[src/rtl/idr_pkg.sv]
package idr_pkg;

  // Kind of register a word address resolves to
  typedef enum logic [3:0] {
    WIN_ZERO,
    WIN_ONES,
    WIN_CTRL,
    WIN_TYPE,
    WIN_ID2,
    WIN_SETEN,
    WIN_CLREN,
    WIN_SETPND,
    WIN_CLRPND,
    WIN_PRIO
  } win_e;

  // Control word bit positions
  localparam int CTRL_G0     = 0;
  localparam int CTRL_G1     = 1;
  localparam int CTRL_ROUTE  = 4;
  localparam int CTRL_ONESEC = 6;

  // Type word layout
  localparam int TYPE_IDW_LSB = 19;
  localparam int ID_BITS      = 10;

  // Word offsets of the decoded regions
  localparam int OFF_CTRL     = 'h000;
  localparam int OFF_TYPE     = 'h004;
  localparam int OFF_ONES_LO  = 'h080;
  localparam int OFF_BMAP_LO  = 'h100;
  localparam int OFF_BMAP_HI  = 'h300;
  localparam int OFF_PRIO_LO  = 'h400;
  localparam int OFF_PRIO_HI  = 'h800;
  localparam int ID2_FROM_TOP = 24;

  localparam logic [31:0] ID2_VALUE = 32'h0000_003B;
  localparam int PRIV_IRQS = 32;

endpackage

[src/rtl/idr_decode.sv]
module idr_decode
  import idr_pkg::*;
#(
  parameter int ADDR_W  = 16,
  parameter int NUM_IRQ = 96
) (
  input  logic [ADDR_W-1:0] addr,
  output win_e              win,
  output logic [7:0]        idx
);

  localparam int NUM_WORDS  = NUM_IRQ / 32;
  localparam int PRIO_WORDS = NUM_IRQ / 4;
  localparam int PRIV_PRIO  = PRIV_IRQS / 4;
  localparam int ID2_OFF    = (1 << ADDR_W) - ID2_FROM_TOP;

  logic [ADDR_W-1:0] a;

  always_comb begin
    a   = {addr[ADDR_W-1:2], 2'b00};
    win = WIN_ZERO;
    idx = '0;
    if (a == ADDR_W'(OFF_CTRL)) begin
      win = WIN_CTRL;
    end else if (a == ADDR_W'(OFF_TYPE)) begin
      win = WIN_TYPE;
    end else if (a >= ADDR_W'(OFF_ONES_LO) && a < ADDR_W'(OFF_BMAP_LO)) begin
      win = WIN_ONES;
    end else if (a >= ADDR_W'(OFF_BMAP_LO) && a < ADDR_W'(OFF_BMAP_HI)) begin
      idx = {3'b000, a[6:2]};
      if (idx != 8'd0 && int'(idx) < NUM_WORDS) begin
        case (a[9:7])
          3'd2:    win = WIN_SETEN;
          3'd3:    win = WIN_CLREN;
          3'd4:    win = WIN_SETPND;
          3'd5:    win = WIN_CLRPND;
          default: win = WIN_ZERO;
        endcase
      end
    end else if (a >= ADDR_W'(OFF_PRIO_LO) && a < ADDR_W'(OFF_PRIO_HI)) begin
      idx = a[9:2];
      if (int'(idx) >= PRIV_PRIO && int'(idx) < PRIO_WORDS) begin
        win = WIN_PRIO;
      end
    end else if (a == ADDR_W'(ID2_OFF)) begin
      win = WIN_ID2;
    end
  end

endmodule

[src/rtl/idr_bitmap.sv]
module idr_bitmap #(
  parameter int NUM_IRQ = 96
) (
  input  logic        clk,
  input  logic        rst,
  input  logic        set_we,
  input  logic        clr_we,
  input  logic [7:0]  widx,
  input  logic [31:0] wbits,
  input  logic [7:0]  ridx,
  output logic [31:0] rbits
);

  localparam int NUM_WORDS = NUM_IRQ / 32;
  localparam int IW        = $clog2(NUM_WORDS + 1);

  logic [31:0]             st [NUM_WORDS];
  logic [NUM_WORDS*32-1:0] flat;

  // Word 0 (private lines) is never written and stays zero
  always_ff @(posedge clk) begin
    if (rst) begin
      for (int w = 0; w < NUM_WORDS; w++) st[w] <= '0;
    end else begin
      for (int w = 1; w < NUM_WORDS; w++) begin
        if (set_we && int'(widx) == w)      st[w] <= st[w] | wbits;
        else if (clr_we && int'(widx) == w) st[w] <= st[w] & ~wbits;
      end
    end
  end

  always_comb begin
    rbits = '0;
    if (int'(ridx) < NUM_WORDS) rbits = st[ridx[IW-1:0]];
  end

  always_comb begin
    for (int w = 0; w < NUM_WORDS; w++) flat[w*32 +: 32] = st[w];
  end

  AST_SET_NEVER_CLEARS: assert property (@(posedge clk) disable iff (rst)
    set_we |=> ((~flat & $past(flat)) == '0));
  AST_CLR_NEVER_SETS: assert property (@(posedge clk) disable iff (rst)
    clr_we |=> ((flat & ~$past(flat)) == '0));

endmodule

[src/rtl/idr_prio_ram.sv]
module idr_prio_ram #(
  parameter int DEPTH = 16,
  parameter int AW    = $clog2(DEPTH)
) (
  input  logic          clk,
  input  logic          we,
  input  logic [AW-1:0] waddr,
  input  logic [31:0]   wdata,
  input  logic          re,
  input  logic [AW-1:0] raddr,
  output logic [31:0]   rdata
);

  logic [31:0] mem [DEPTH];

  always_ff @(posedge clk) begin
    if (we) mem[waddr] <= wdata;
    if (re) rdata <= mem[raddr];
  end

endmodule

[src/rtl/irq_dist_regs.sv]
module irq_dist_regs
  import idr_pkg::*;
#(
  parameter int ADDR_W  = 16,
  parameter int NUM_IRQ = 96
) (
  input  logic              clk,
  input  logic              rst,
  input  logic              rd_en,
  input  logic              wr_en,
  input  logic [ADDR_W-1:0] addr,
  input  logic [31:0]       wdata,
  output logic [31:0]       rdata,
  output logic              rvalid
);

  localparam int CAPPED     = (NUM_IRQ < 1024) ? NUM_IRQ : 1024;
  localparam int LINES      = CAPPED / 32 - 1;
  localparam int PRIO_DEPTH = (NUM_IRQ - PRIV_IRQS) / 4;
  localparam int PAW        = $clog2(PRIO_DEPTH);
  localparam logic [31:0] TYPE_VAL =
    (32'(ID_BITS - 1) << TYPE_IDW_LSB) | 32'(LINES);

  win_e        dec_win;
  logic [7:0]  dec_idx;
  logic        grp1_en;
  logic        ctrl_we;
  logic [31:0] en_rbits, pnd_rbits, prio_q;
  logic [PAW-1:0] prio_addr;

  // Stage-1 read capture
  logic        rd_q;
  win_e        win_q;
  logic [31:0] bm_q;
  logic        g1_q;
  logic [31:0] rmux;

  idr_decode #(.ADDR_W(ADDR_W), .NUM_IRQ(NUM_IRQ)) u_dec (
    .addr (addr),
    .win  (dec_win),
    .idx  (dec_idx)
  );

  assign ctrl_we = wr_en && (dec_win == WIN_CTRL);

  always_ff @(posedge clk) begin
    if (rst)          grp1_en <= 1'b0;
    else if (ctrl_we) grp1_en <= wdata[CTRL_G1];
  end

  idr_bitmap #(.NUM_IRQ(NUM_IRQ)) u_enable (
    .clk    (clk),
    .rst    (rst),
    .set_we (wr_en && dec_win == WIN_SETEN),
    .clr_we (wr_en && dec_win == WIN_CLREN),
    .widx   (dec_idx),
    .wbits  (wdata),
    .ridx   (dec_idx),
    .rbits  (en_rbits)
  );

  idr_bitmap #(.NUM_IRQ(NUM_IRQ)) u_pending (
    .clk    (clk),
    .rst    (rst),
    .set_we (wr_en && dec_win == WIN_SETPND),
    .clr_we (wr_en && dec_win == WIN_CLRPND),
    .widx   (dec_idx),
    .wbits  (wdata),
    .ridx   (dec_idx),
    .rbits  (pnd_rbits)
  );

  assign prio_addr = PAW'(dec_idx - 8'(PRIV_IRQS / 4));

  idr_prio_ram #(.DEPTH(PRIO_DEPTH), .AW(PAW)) u_prio (
    .clk   (clk),
    .we    (wr_en && dec_win == WIN_PRIO),
    .waddr (prio_addr),
    .wdata (wdata),
    .re    (rd_en && dec_win == WIN_PRIO),
    .raddr (prio_addr),
    .rdata (prio_q)
  );

  always_ff @(posedge clk) begin
    if (rst) begin
      rd_q  <= 1'b0;
      win_q <= WIN_ZERO;
      bm_q  <= '0;
      g1_q  <= 1'b0;
    end else begin
      rd_q <= rd_en;
      if (rd_en) begin
        win_q <= dec_win;
        bm_q  <= (dec_win == WIN_SETEN || dec_win == WIN_CLREN) ? en_rbits : pnd_rbits;
        g1_q  <= grp1_en;
      end
    end
  end

  always_comb begin
    rmux = '0;
    case (win_q)
      WIN_CTRL: begin
        rmux[CTRL_ROUTE]  = 1'b1;
        rmux[CTRL_ONESEC] = 1'b1;
        rmux[CTRL_G1]     = g1_q;
      end
      WIN_TYPE:   rmux = TYPE_VAL;
      WIN_ONES:   rmux = '1;
      WIN_ID2:    rmux = ID2_VALUE;
      WIN_SETEN, WIN_CLREN, WIN_SETPND, WIN_CLRPND: rmux = bm_q;
      WIN_PRIO:   rmux = prio_q;
      default:    rmux = '0;
    endcase
  end

  always_ff @(posedge clk) begin
    if (rst) begin
      rvalid <= 1'b0;
      rdata  <= '0;
    end else begin
      rvalid <= rd_q;
      rdata  <= rd_q ? rmux : '0;
    end
  end

  AST_READ_RETURNS: assert property (@(posedge clk) disable iff (rst)
    rd_en |=> ##1 rvalid);
  AST_NO_STRAY_RVALID: assert property (@(posedge clk) disable iff (rst)
    rvalid |-> $past(rd_en, 2));
  AST_G1_ONLY_BY_WRITE: assert property (@(posedge clk) disable iff (rst)
    !ctrl_we |=> $stable(grp1_en));
  AST_CTRL_FIXED_BITS: assert property (@(posedge clk) disable iff (rst)
    (rvalid && $past(win_q) == WIN_CTRL) |->
      (rdata[CTRL_ROUTE] && rdata[CTRL_ONESEC] && !rdata[CTRL_G0]));

endmodule

[config.mk]
export PLATFORM = sky130hd
export DESIGN_NAME = irq_dist_regs
export DESIGN_NICKNAME = d
export VERILOG_FILES = /design/src/rtl/idr_pkg.sv /design/src/rtl/idr_decode.sv /design/src/rtl/idr_bitmap.sv /design/src/rtl/idr_prio_ram.sv /design/src/rtl/irq_dist_regs.sv
export SDC_FILE = /design/constraint.sdc
export NUM_CORES = 1
export LEC_CHECK = 0
export BUFFER_PORTS_ARGS = -buffer_cell sky130_fd_sc_hd__buf_2
export CORE_MARGIN = 10
export CORE_UTILIZATION = 47
export DETAILED_ROUTE_END_ITERATION = 16
export PLACE_DENSITY_LB_ADDON = 0.05
export SETUP_SLACK_MARGIN = 0.05
export SKIP_CTS_REPAIR_TIMING = 1
export SYNTH_ARGS = -nofsm -noshare
export SYNTH_HDL_FRONTEND = slang
export SYNTH_SLANG_ARGS = --single-unit
export TNS_END_PERCENT = 1
[constraint.sdc]
create_clock -name clk -period 4 [get_ports clk]
set_clock_uncertainty 0.15 [all_clocks]
set_input_delay 0.6 -clock clk [delete_from_list [all_inputs] [get_ports clk]]
set_output_delay 0.6 -clock clk [all_outputs]
set_load 0.1 [all_outputs]
# Word-level counts from Yosys, hierarchy flattened

Memory sizes are Yosys's and may differ from the RTL's. A register that Yosys moved wholly into a read port is not among the register bits.
Cells that the tools add are included.

Reduce and logical (&&, ||, !) cells: 29
Eq/ne operators: 23
Bitwise gates (word level): 18
Add/sub/neg operators: 1
Order comparisons: 10
Multiplexer cells: 64

Operators with widths:

| kind                                                   | count |
|---|---|
| two-way mux 32 bit                                     | 11 |
| bitwise AND 32 bit                                     | 4 |
| OR 32 bit                                              | 4 |
| one-hot mux 25 bit (4 select lines)                    | 1 |
| two-way mux 8 bit                                      | 5 |
| two-way mux 1 bit                                      | 32 |
| inverter 32 bit                                        | 1 |
| == test 4 x 3 -> 1 bit (second input constant)         | 7 |
| two-way mux 4 bit                                      | 7 |
| logical AND 1 bit                                      | 20 |
| == test 4 bit (second input constant)                  | 4 |
| >= comparator 16 x 11 -> 1 bit (second input constant) | 1 |
| >= comparator 16 x 8 -> 1 bit (second input constant)  | 1 |
| >= comparator 16 x 9 -> 1 bit (second input constant)  | 1 |
| < comparator 16 x 10 -> 1 bit (second input constant)  | 1 |
| < comparator 16 x 12 -> 1 bit (second input constant)  | 1 |
| < comparator 16 x 9 -> 1 bit (second input constant)   | 1 |
| one-hot mux 4 bit (4 select lines)                     | 1 |
| == test 14 x 1 -> 1 bit (second input constant)        | 1 |
| == test 14 bit (second input constant)                 | 1 |
| zero test 14 bit                                       | 1 |
| == test 4 x 2 -> 1 bit (second input constant)         | 3 |
| one-hot mux 1 bit (3 select lines)                     | 4 |
| == test 8 x 2 -> 1 bit (second input constant)         | 1 |
| other kinds (19)                                       | 31 |

RAM bits: 704
Output and inout bits: 33
Memories: 3
Input port bits: 52
Register bits after elaboration: 72
Logic and storage cells: 155

Memory list:

| name         | depth | bits a word | rd ports | clocked after Yosys merged registers in | write ports | RTL line           | source |
|---|---|---|---|---|---|---|---|
| u_prio.mem   | 16    | 32          | 1        | 1                                       | 1           | idr_prio_ram.sv:14 | `logic [31:0] mem [DEPTH];` |
| u_enable.st  | 3     | 32          | 3        | 0                                       | 3           | idr_bitmap.sv:17   | `logic [31:0] st [NUM_WORDS];` |
| u_pending.st | 3     | 32          | 3        | 0                                       | 3           | idr_bitmap.sv:17   |  |

# Logic depth before layout (Yosys ltp)

Gate-level depths: netlist of the first run.

Word-level depth: 16
Mapped depth: 12
Mapped depth without buffers: 9

# By module

Synthesis of the first run repeated with hierarchy kept, for this count alone.

Cells, all modules: 1792
Area, all modules: 30808.3 µm²

By module, submodules not included:

| module        | area an instance (µm²) | cells an instance | sequential area each (µm²) | times used |
|---|---|---|---|---|
| idr_prio_ram  | 20174.3                | 838               | 16335.7                    | 1 |
| idr_bitmap    | 3559.7                 | 293               | 1921.8                     | 2 |
| irq_dist_regs | 3238.1                 | 327               | 1441.4                     | 1 |
| idr_decode    | 276.5                  | 41                | 0.0                        | 1 |

# Least setup slack after synthesis of the first run

Ideal clock, no wire load.

Path kind: in2reg
Start: input port addr[9]
End: memory u_prio.mem[13][0] (enable)
Path buffers: 3
Data required time: 3429 ps
Arrival: 3689 ps
Path slack: -260 ps
Stages on the path: 11
Cells stage by stage: inv_1 ha_1 o21bai_1 and3_1 buf_4 nand2_1 nor2_1 buf_2 buf_1 nand2_1 nor2_1

Cells in the longest elaborated chain, start to end: 12
Elaborated cells on any way between the ends: 38
Those cells by class: add/sub: 1; order compare: 8; eq/ne: 7; mux: 16; reduce/logical: 6

Ends and longest elaborated chain:

| item                                                                               | RTL line            | source |
|---|---|---|
| from (decl)                                                                        | irq_dist_regs.sv:11 | `input logic [ADDR_W-1:0] addr,` |
| >= comparator 8 x 4 -> 1 bit / < comparator 8 x 5 -> 1 bit (equally long branches) | idr_decode.sv:42    | `if (int'(idx) >= PRIV_PRIO && int'(idx) < PRIO_WORDS) begin` |
| logical AND 1 bit                                                                  | idr_decode.sv:42    |  |
| two-way mux 4 bit                                                                  | idr_decode.sv:42    |  |
| two-way mux 4 bit                                                                  | idr_decode.sv:40    | `end else if (a >= ADDR_W'(OFF_PRIO_LO) && a < ADDR_W'(OFF_PRIO_HI)) begin` |
| two-way mux 4 bit                                                                  | idr_decode.sv:29    | `end else if (a >= ADDR_W'(OFF_BMAP_LO) && a < ADDR_W'(OFF_BMAP_HI)) begin` |
| two-way mux 4 bit                                                                  | idr_decode.sv:27    | `end else if (a >= ADDR_W'(OFF_ONES_LO) && a < ADDR_W'(OFF_BMAP_LO)) begin` |
| two-way mux 4 bit                                                                  | idr_decode.sv:25    | `end else if (a == ADDR_W'(OFF_TYPE)) begin` |
| two-way mux 4 bit                                                                  | idr_decode.sv:23    | `if (a == ADDR_W'(OFF_CTRL)) begin` |
| == test 4 bit                                                                      | irq_dist_regs.sv:77 | `.we (wr_en && dec_win == WIN_PRIO),` |
| logical AND 1 bit                                                                  | irq_dist_regs.sv:77 |  |
| two-way mux 1 bit                                                                  | idr_prio_ram.sv:17  | `if (we) mem[waddr] <= wdata;` |
| two-way mux 1 bit (not written as such)                                            | idr_prio_ram.sv:17  |  |
| to (decl)                                                                          | idr_prio_ram.sv:14  |  |

Several ways; a longest one is shown, not always the timed one.

==> metrics.md, run 1 <==
| Metric | Value |
|---|---|
| Row count | 93 |
| Worst Path Required | 4.18 ns |
| Ports | 85 |
| Root buf cell | clkbuf_16 |
| Final number of hold-violating endpoints | 0 |
| Yosys top cell by area | edfxtp_1 |
| CP max stage cell | o211ai_1 |
| # DRC | 0 |
| Class of the worst hold path | in2reg |
| Core region area | 64,700 um2 |
| GR Util met2 | 35.0% |
| CTS tree | done |
| Hold Path End | rd_q |
| Initial antenna violation count | 12 |
| RSZ-0062 raised after global routing | false |
| Crit path largest cell delay | 0.78 ns |
| Number of synthesized register bits | 744 |
| Least-Margin Pin Slew | 1.35 ns |
| Synth Instances | 2,299 |
| Chip height | 276 um |
| YS warnings | 0 |
| Min-delay src | rd_en |
| Final min period | 3.15 ns |
| Max IR drop VDD | 0.329 mV |
| Die width | 276 um |
| Power per Cell Area | 462 nW/um2 |
| Share of the synthesized area in the top cell type | 65.5% |
| Area grow syn2layout | 13.3% |
| First DRT Iteration DRCs | 1,882 |
| Vias per cell | 6.10 |
| Post-route ant nets | 0 |
| Reg2reg end | rdata[24] |
| Placed wire-length estimate | 51.0 mm |
| Post-synth net total | 2,355 |
| Final wirelength | 87.2 mm |
| Die footprint | 76,200 um2 |
| Clk_lat worst skew | 0.64 ns |
| Share of layout cells above drive strength 1 | 15.4% |
| Critical path, cell by cell | buf_2 -> inv_1 -> ha_1 -> nor4b_2 -> o2bb2ai_1 -> o211a_1 -> o211ai_1 -> nor3_1 -> buf_4 -> o21ai_4 -> buf_4 -> a211oi_1 |
| Max-slew violations | 0 |
| Num CTS Buffers | 80 |
| Final worst slack | 0.848 ns |
| Clk slew on worst S/H paths | 0.06 ns |
| Setup slack, reg-to-reg | 1.53 ns |
| Syn_area_per_cell | 13.4 um2 |
| GRT busiest layer | met2 |
| Most common cell in the netlist | edfxtp_1 |
| Pre-CTS setup slack | 0.265 ns |
| Total grt overflow | 0 |
| Clk buf depth | 3 |
| Port bufs | 82 |
| Crit path launch | addr[9] |
| Crit path launch type | input pin |
| Worst setup path category | in2reg |
| Leakage | 11.5 nW |
| Global placement routability congestion | 0.807 |
| Fillers | 5,484 |
| Register area share after synthesis | 70.2% |
| Peak Freq | 317 MHz |
| Max-capacitance violation count | 0 |
| Total negative slack | 0 ns |
| Rel. slew slack | 10.1% |
| Global Route Usage Sum | 22.2% |
| Worst Reg2Reg Path Length in Cells | 8 |
| Largest net degree at the start of global routing | 125 |
| Period utilization | 78.8% |
| Placed Cells incl. Taps | 3,111 |
| Synth Cell Area | 30,800 um2 |
| Yosys cell types | 64 |
| Synth cell count leaders | edfxtp_1 (672), nor2_1 (305), a21oi_1 (188) |
| CP most frequent cell | buf_4 |
| Synth area leaders | edfxtp_1 (66%), dfxtp_1 (4.7%), nor2_1 (3.7%) |
| GRT met3 Usage | 3.97% |
| Initial Util | 47.6% |
| Async SR Flop Fraction | 0% |
| Crit path DAT | 3.34 ns |
| Worst Hold Depth | 2 |
| Worst Path Max Fanout | 32 |
| Buffers plus inverters on the worst setup path | 4 |
| Layout Nets | 2,394 |
| Clock sink total | 744 |
| First-pass GRT wire length | 129 mm |
| CP endpoint kind | flop |
| Number of flops mapped to enable cells by yosys | 672 |
| Endpoints failing setup | 0 |
| Routed length per placed instance | 26.8 um |
| Synth Flop Type | edfxtp_1 |
| Drt pass-1 iters | 5 |
| Reg2Reg Launch Point | win_q[3] |
| Status | complete, no violations |
| Met1 Track Usage GR | 30.9% |
| Non-filler cells, final | 3,254 |
| Number of H-tree levels | 3 |
| CP top delay family | compound AO/OA/AOI/OAI gates |
| Via count | 19,900 |
| Vias in the first global route | 19,300 |
-- how the worst max path moves through the flow --
stage	slack, ns	depth (start not counted)	endpoint
4_1_cts	0.90	10	u_pending.st[1][23]
6_report	0.85	12	u_pending.st[1][23]
3_3_place_gp	0.26	10	u_pending.st[1][27]
5_1_grt	0.69	12	u_pending.st[1][22]
2_1_floorplan	-0.26	11	u_prio.mem[13][0]
3_5_place_dp	0.26	10	u_pending.st[1][25]
-- report_power, final --
part           total [mW]  internal (mW)  switching (mW)
clock                6.91           3.89            3.02
combinational       0.657          0.170           0.487
sequential           8.54           8.51          0.0329
-- per-layer routing --
metal,vias to the layer above,routed length (um)
li1,9014,-
met1,9904,38600
met2,782,40600
met3,152,5740
met4,2,2210
met5,-,12
-- cells by family after synthesis --
group	after synthesis	share of synthesized area, %
flip-flops	744	70.2
AO/OA/AOI/OAI	711	15.4
AND/OR/NAND/NOR	486	6.79
buffers and inverters	218	2.85
multiplexers	130	4.40
XOR/XNOR	6	0.195
adder cells (fa/ha/maj)	4	0.162
-- area by class of cell --
type	count	area, um2	share of cell area (%)
diodes	4	10.0	0.0287
clock buffers	103	2140	6.13
clock inverters	36	258	0.738
inverters	12	45.0	0.129
multi-input cells	1337	8540	24.5
flip-flops and latches	744	21600	61.9
well taps	855	1070	3.06
repair buffers	163	1220	3.50
-- layout by cell type, fill, tap and decap left out, types with 4 or more instances in the layout --
cell	Yosys	layout
edfxtp_1	672	672
nor2_1	305	283
a21oi_1	188	188
o21ai_0	147	147
a211oi_1	116	116
mux2i_1	96	96
a22oi_1	93	93
clkbuf_16	0	80
buf_2	18	80
dfxtp_1	72	72
nand2_1	72	71
buf_4	2	66
nand3_1	40	37
a221oi_1	36	36
mux2_2	33	33
a32o_1	32	32
o22ai_1	29	29
nand4_1	21	21
clkinv_1	1	20
a211oi_2	19	19
nor2_4	0	18
clkbuf_1	128	18
buf_12	0	15
inv_1	11	11
a211o_1	9	9
o2111ai_1	9	9
a31oi_1	7	7
and3_1	9	7
clkinv_2	0	7
o221ai_1	6	6
clkbuf_8	0	5
diode_2	0	4
nand2b_1	8	4
nor2_2	0	4
and2_2	1	4
a311oi_1	4	4
nand2b_2	0	4
ha_1	4	4
inv_6	0	4
-- metrics by stage --
step	util, %	power, mW	hold slack [ns]	cell area, um2
after floorplan	-	9.08	0.292	30800
after global placement	50.2	9.34	0.299	32500
after detailed placement	50.2	9.36	0.308	32500
after CTS	53.9	16.2	0.201	34900
after global routing	53.9	16.6	0.217	34900
final	54.0	16.1	0.239	34900
-- flip-flops by register name, summed over array words and instances (netlist names) --
signal / flops
win_q: 4
bm_q: 32
g1_q: 1
u_prio.mem: 512
u_prio.rdata: 32
u_enable.st: 64
u_pending.st: 64
rd_q: 1
rvalid: 1
grp1_en: 1
rdata: 32
Note: power is estimated with default switching activity, not from simulation.
==> run 2: changes to the inputs <==
==> constraint.sdc (replaced) <==
create_clock -name clk -period 3.1 [get_ports clk]
set_clock_uncertainty 0.15 [all_clocks]
set_input_delay 0.465 -clock clk [delete_from_list [all_inputs] [get_ports clk]]
set_output_delay 0.465 -clock clk [all_outputs]
set_load 0.1 [all_outputs]
==> run 2 against run 1 <==
Compared with the run above: final cell count up 3.0%; clock power up 33%; via count up 1.8%; hold slack worse by 0.093 ns; first-iteration DRC count up 8.1%; utilization up 2.2 points; sequential cell count unchanged; critical path depth down 1; largest cell class unchanged; highest routed layer is now met4; critical endpoint is now u_pending.st[1][26]; total power up 31%; cell area up 4.1%; combinational power up 37%.
==> metrics.md, run 2 (synthesis results as in run 1) <==
| Metric | Value |
|---|---|
| Status | complete, no violations |
| Row count | 93 (unchanged) |
| Most frequent cells in the layout | edfxtp_1 (672), nor2_1 (283), a21oi_1 (188) |
| Global placement routability congestion | 0.806 (-0.12%) |
| Final wirelength | 88.4 mm (+1.4%) |
| CP endpoint kind | flop |
| Initial Util | 47.6% (unchanged) |
| Most flops, register | u_prio.mem |
| Setup slack, reg-to-reg | 0.50 ns (-1.03 ns) |
| Max-slew violations | 0 (unchanged) |
| Rel. slew slack | 36.9% (+27 points) |
| Final min period | 2.75 ns |
| Global Route Usage Sum | 22.5% (+0.30 points) |
| Vias per cell | 6.03 (-1.1%) |
| Worst Hold Depth | 2 (unchanged) |
| First DRT Iteration DRCs | 2,034 (+8.1%) |
| Peak Freq | 364 MHz |
| Final worst slack | 0.351 ns (-0.497 ns) |
| Min-delay src | rd_en |
| Routed length per placed instance | 26.4 um (-1.5%) |
| Crit path launch type | input pin |
| Buffers plus inverters on the worst setup path | 3 (-1) |
| Pint | 16.5 mW (+32%) |
| Reg2Reg Launch Point | win_q[0] |
| Power per Cell Area | 581 nW/um2 (+26%) |
| Clk_lat worst skew | 0.62 ns (-0.02 ns) |
| CP max stage cell | nor3_1 |
| Die footprint | 76,200 um2 (unchanged) |
| Clock sink total | 744 (unchanged) |
| Hold Path End | rd_q |
| Layout Nets | 2,481 (+3.6%) |
| Leakage | 12.2 nW (+6.0%) |
| Final core occ | 56.1% (+2.2 points) |
| Total grt overflow | 0 (unchanged) |
| Reg2reg end | rdata[22] |
| Placed wire-length estimate | 55.4 mm (+8.6%) |
| Worst Reg2Reg Path Length in Cells | 5 (-3) |
| Clock share of power | 43.5% (+0.6 points) |
| Crit path largest cell delay | 0.61 ns (-0.17 ns) |
| Commonest non-fill, non-tap cell in the layout | edfxtp_1 |
| Clk buf depth | 3 (unchanged) |
| Drt pass-1 iters | 5 (unchanged) |
| Root buf cell | clkbuf_16 |
| Part of the power in registers | 52.2% (-0.8 points) |
| Via count | 20,200 (+1.8%) |
| Vias in the first global route | 20,000 (+3.4%) |
| Area grow syn2layout | 17.9% |
| Overall power | 21.1 mW (+31%) |
| Crit path DAT | 2.92 ns (-0.42 ns) |
| Chip height | 276 um (unchanged) |
| Class of the worst hold path | in2reg |
| Clk slew on worst S/H paths | 0.05 ns (about the same) |
| Worst Path Max Fanout | 15 (-53%) |
| Sw Share | 21.6% (-0.38 points) |
| Least-Margin Pin Slew | 0.947 ns (-0.401 ns) |
| First-pass GRT wire length | 130 mm (+0.83%) |
| NetSw | 4.55 mW (+29%) |
| Worst setup path category | in2reg |
| Number of H-tree levels | 3 (unchanged) |
| Critical path, cell by cell | buf_2 -> ha_1 -> nor4b_2 -> o2bb2ai_1 -> buf_4 -> o211a_1 -> o211ai_1 -> nor3_1 -> o21ai_4 -> nand2b_2 -> buf_12 |
| Period utilization | 88.7% |
| Max IR drop VDD | 0.429 mV (+30%) |
| Fillers | 5,257 (-4.1%) |
| Share of layout cells above drive strength 1 | 18.7% (+3.2 points) |
| # DRC | 0 (unchanged) |
| Ports | 85 (unchanged) |
| Port bufs | 82 (unchanged) |
| Final number of hold-violating endpoints | 0 (unchanged) |
| Max reg flops | 512 (unchanged) |
| Core region area | 64,700 um2 (unchanged) |
| Top flop regs | u_prio.mem: 512 flops, u_enable.st: 64 flops, u_pending.st: 64 flops |
| Max-capacitance violation count | 0 (unchanged) |
| Worst Path Required | 3.27 ns (-0.91 ns) |
| Endpoints failing setup | 0 (unchanged) |
| CP top delay family | simple AND/OR/NAND/NOR gates |
| CTS tree | done |
| Initial antenna violation count | 3 (-9) |
| Largest net degree at the start of global routing | 103 (-18%) |
| Num CTS Buffers | 80 (unchanged) |
| RSZ-0062 raised after global routing | false |
| Pre-CTS setup slack | -0.263 ns (-0.527 ns) |
| Post-route ant nets | 0 (unchanged) |
| Gate power share | 4.3% (+0.2 points) |
| Die width | 276 um (unchanged) |
-- run 2: cell count changes in the layout (fill, tap and decap cells not counted), moves of 2 or more --
cell       before  now
clkbuf_8        5    3
clkinv_8        3    1
buf_4          66  103
nand2_2         1    3
clkbuf_1       18   20
buf_12         15   65
nand2_1        71   68
bufinv_16       2    5
clkinv_1       20   25
clkinv_2        7   10
-- run 2: routing by layer --
layer	global-route usage, %	vias up	routed length [um]
met1	30.3	10100	37600
met2	36.1	788	41900
met3	3.20	156	5900
met4	9.31	0	3070
li1	-	9206	-
met5	0	-	0
-- run 2: through the flow --
stage          std cells  area [um2]  hold WS, ns  setup TNS, ns
6_report            3351       36300        0.146              0
5_1_grt             3349       36300        0.156              0
4_1_cts             3348       36300        0.125              0
3_5_place_dp        3198       33800        0.311         -34.08
3_3_place_gp        3198       33800        0.298         -30.84
2_1_floorplan       2299       31000        0.292          -5.71
-- run 2: area by class of cell --
type,instances,area (um2),area share [%]
inverter,12,45.0,0.124
antenna,3,7.51,0.0207
clock buffer,104,2140,5.90
tap,855,1070,2.95
timing repair buffer,250,2500,6.89
multi-input combinational,1337,8560,23.6
sequential,744,21600,59.5
clock inverter,46,379,1.04
-- run 2: worst max-delay path by stage --
| stage | start | endpoint | slack (ns) | cells past startpoint |
|---|---|---|---|---|
| 5_1_grt | addr[8] | u_pending.st[1][26] | 0.27 | 11 |
| 3_3_place_gp | addr[8] | u_pending.st[2][24] | -0.27 | 11 |
| 4_1_cts | addr[8] | u_pending.st[2][21] | 0.39 | 11 |
| 2_1_floorplan | addr[9] | u_prio.mem[11][0] | -0.04 | 10 |
| 6_report | addr[8] | u_pending.st[1][26] | 0.35 | 11 |
| 3_5_place_dp | addr[8] | u_pending.st[2][24] | -0.26 | 11 |
-- run 2: worst register-to-register path, stage by stage (launching register included) --
cell     delay (ns)
dfxtp_1        0.60
nor2_1         0.19
o31ai_4        0.79
buf_4          0.33
a22oi_1        0.17
a21oi_1        0.28
-- run 2: power groups by stage --
stage / combinational (mW) / clock (mW) / sequential (mW)
2_1_floorplan: 0.468 / 0 / 11.2
3_3_place_gp: 0.878 / 0 / 11.2
3_5_place_dp: 0.895 / 0 / 11.2
4_1_cts: 0.897 / 9.36 / 11.0
5_1_grt: 0.970 / 9.75 / 11.0
6_report: 0.899 / 9.18 / 11.0
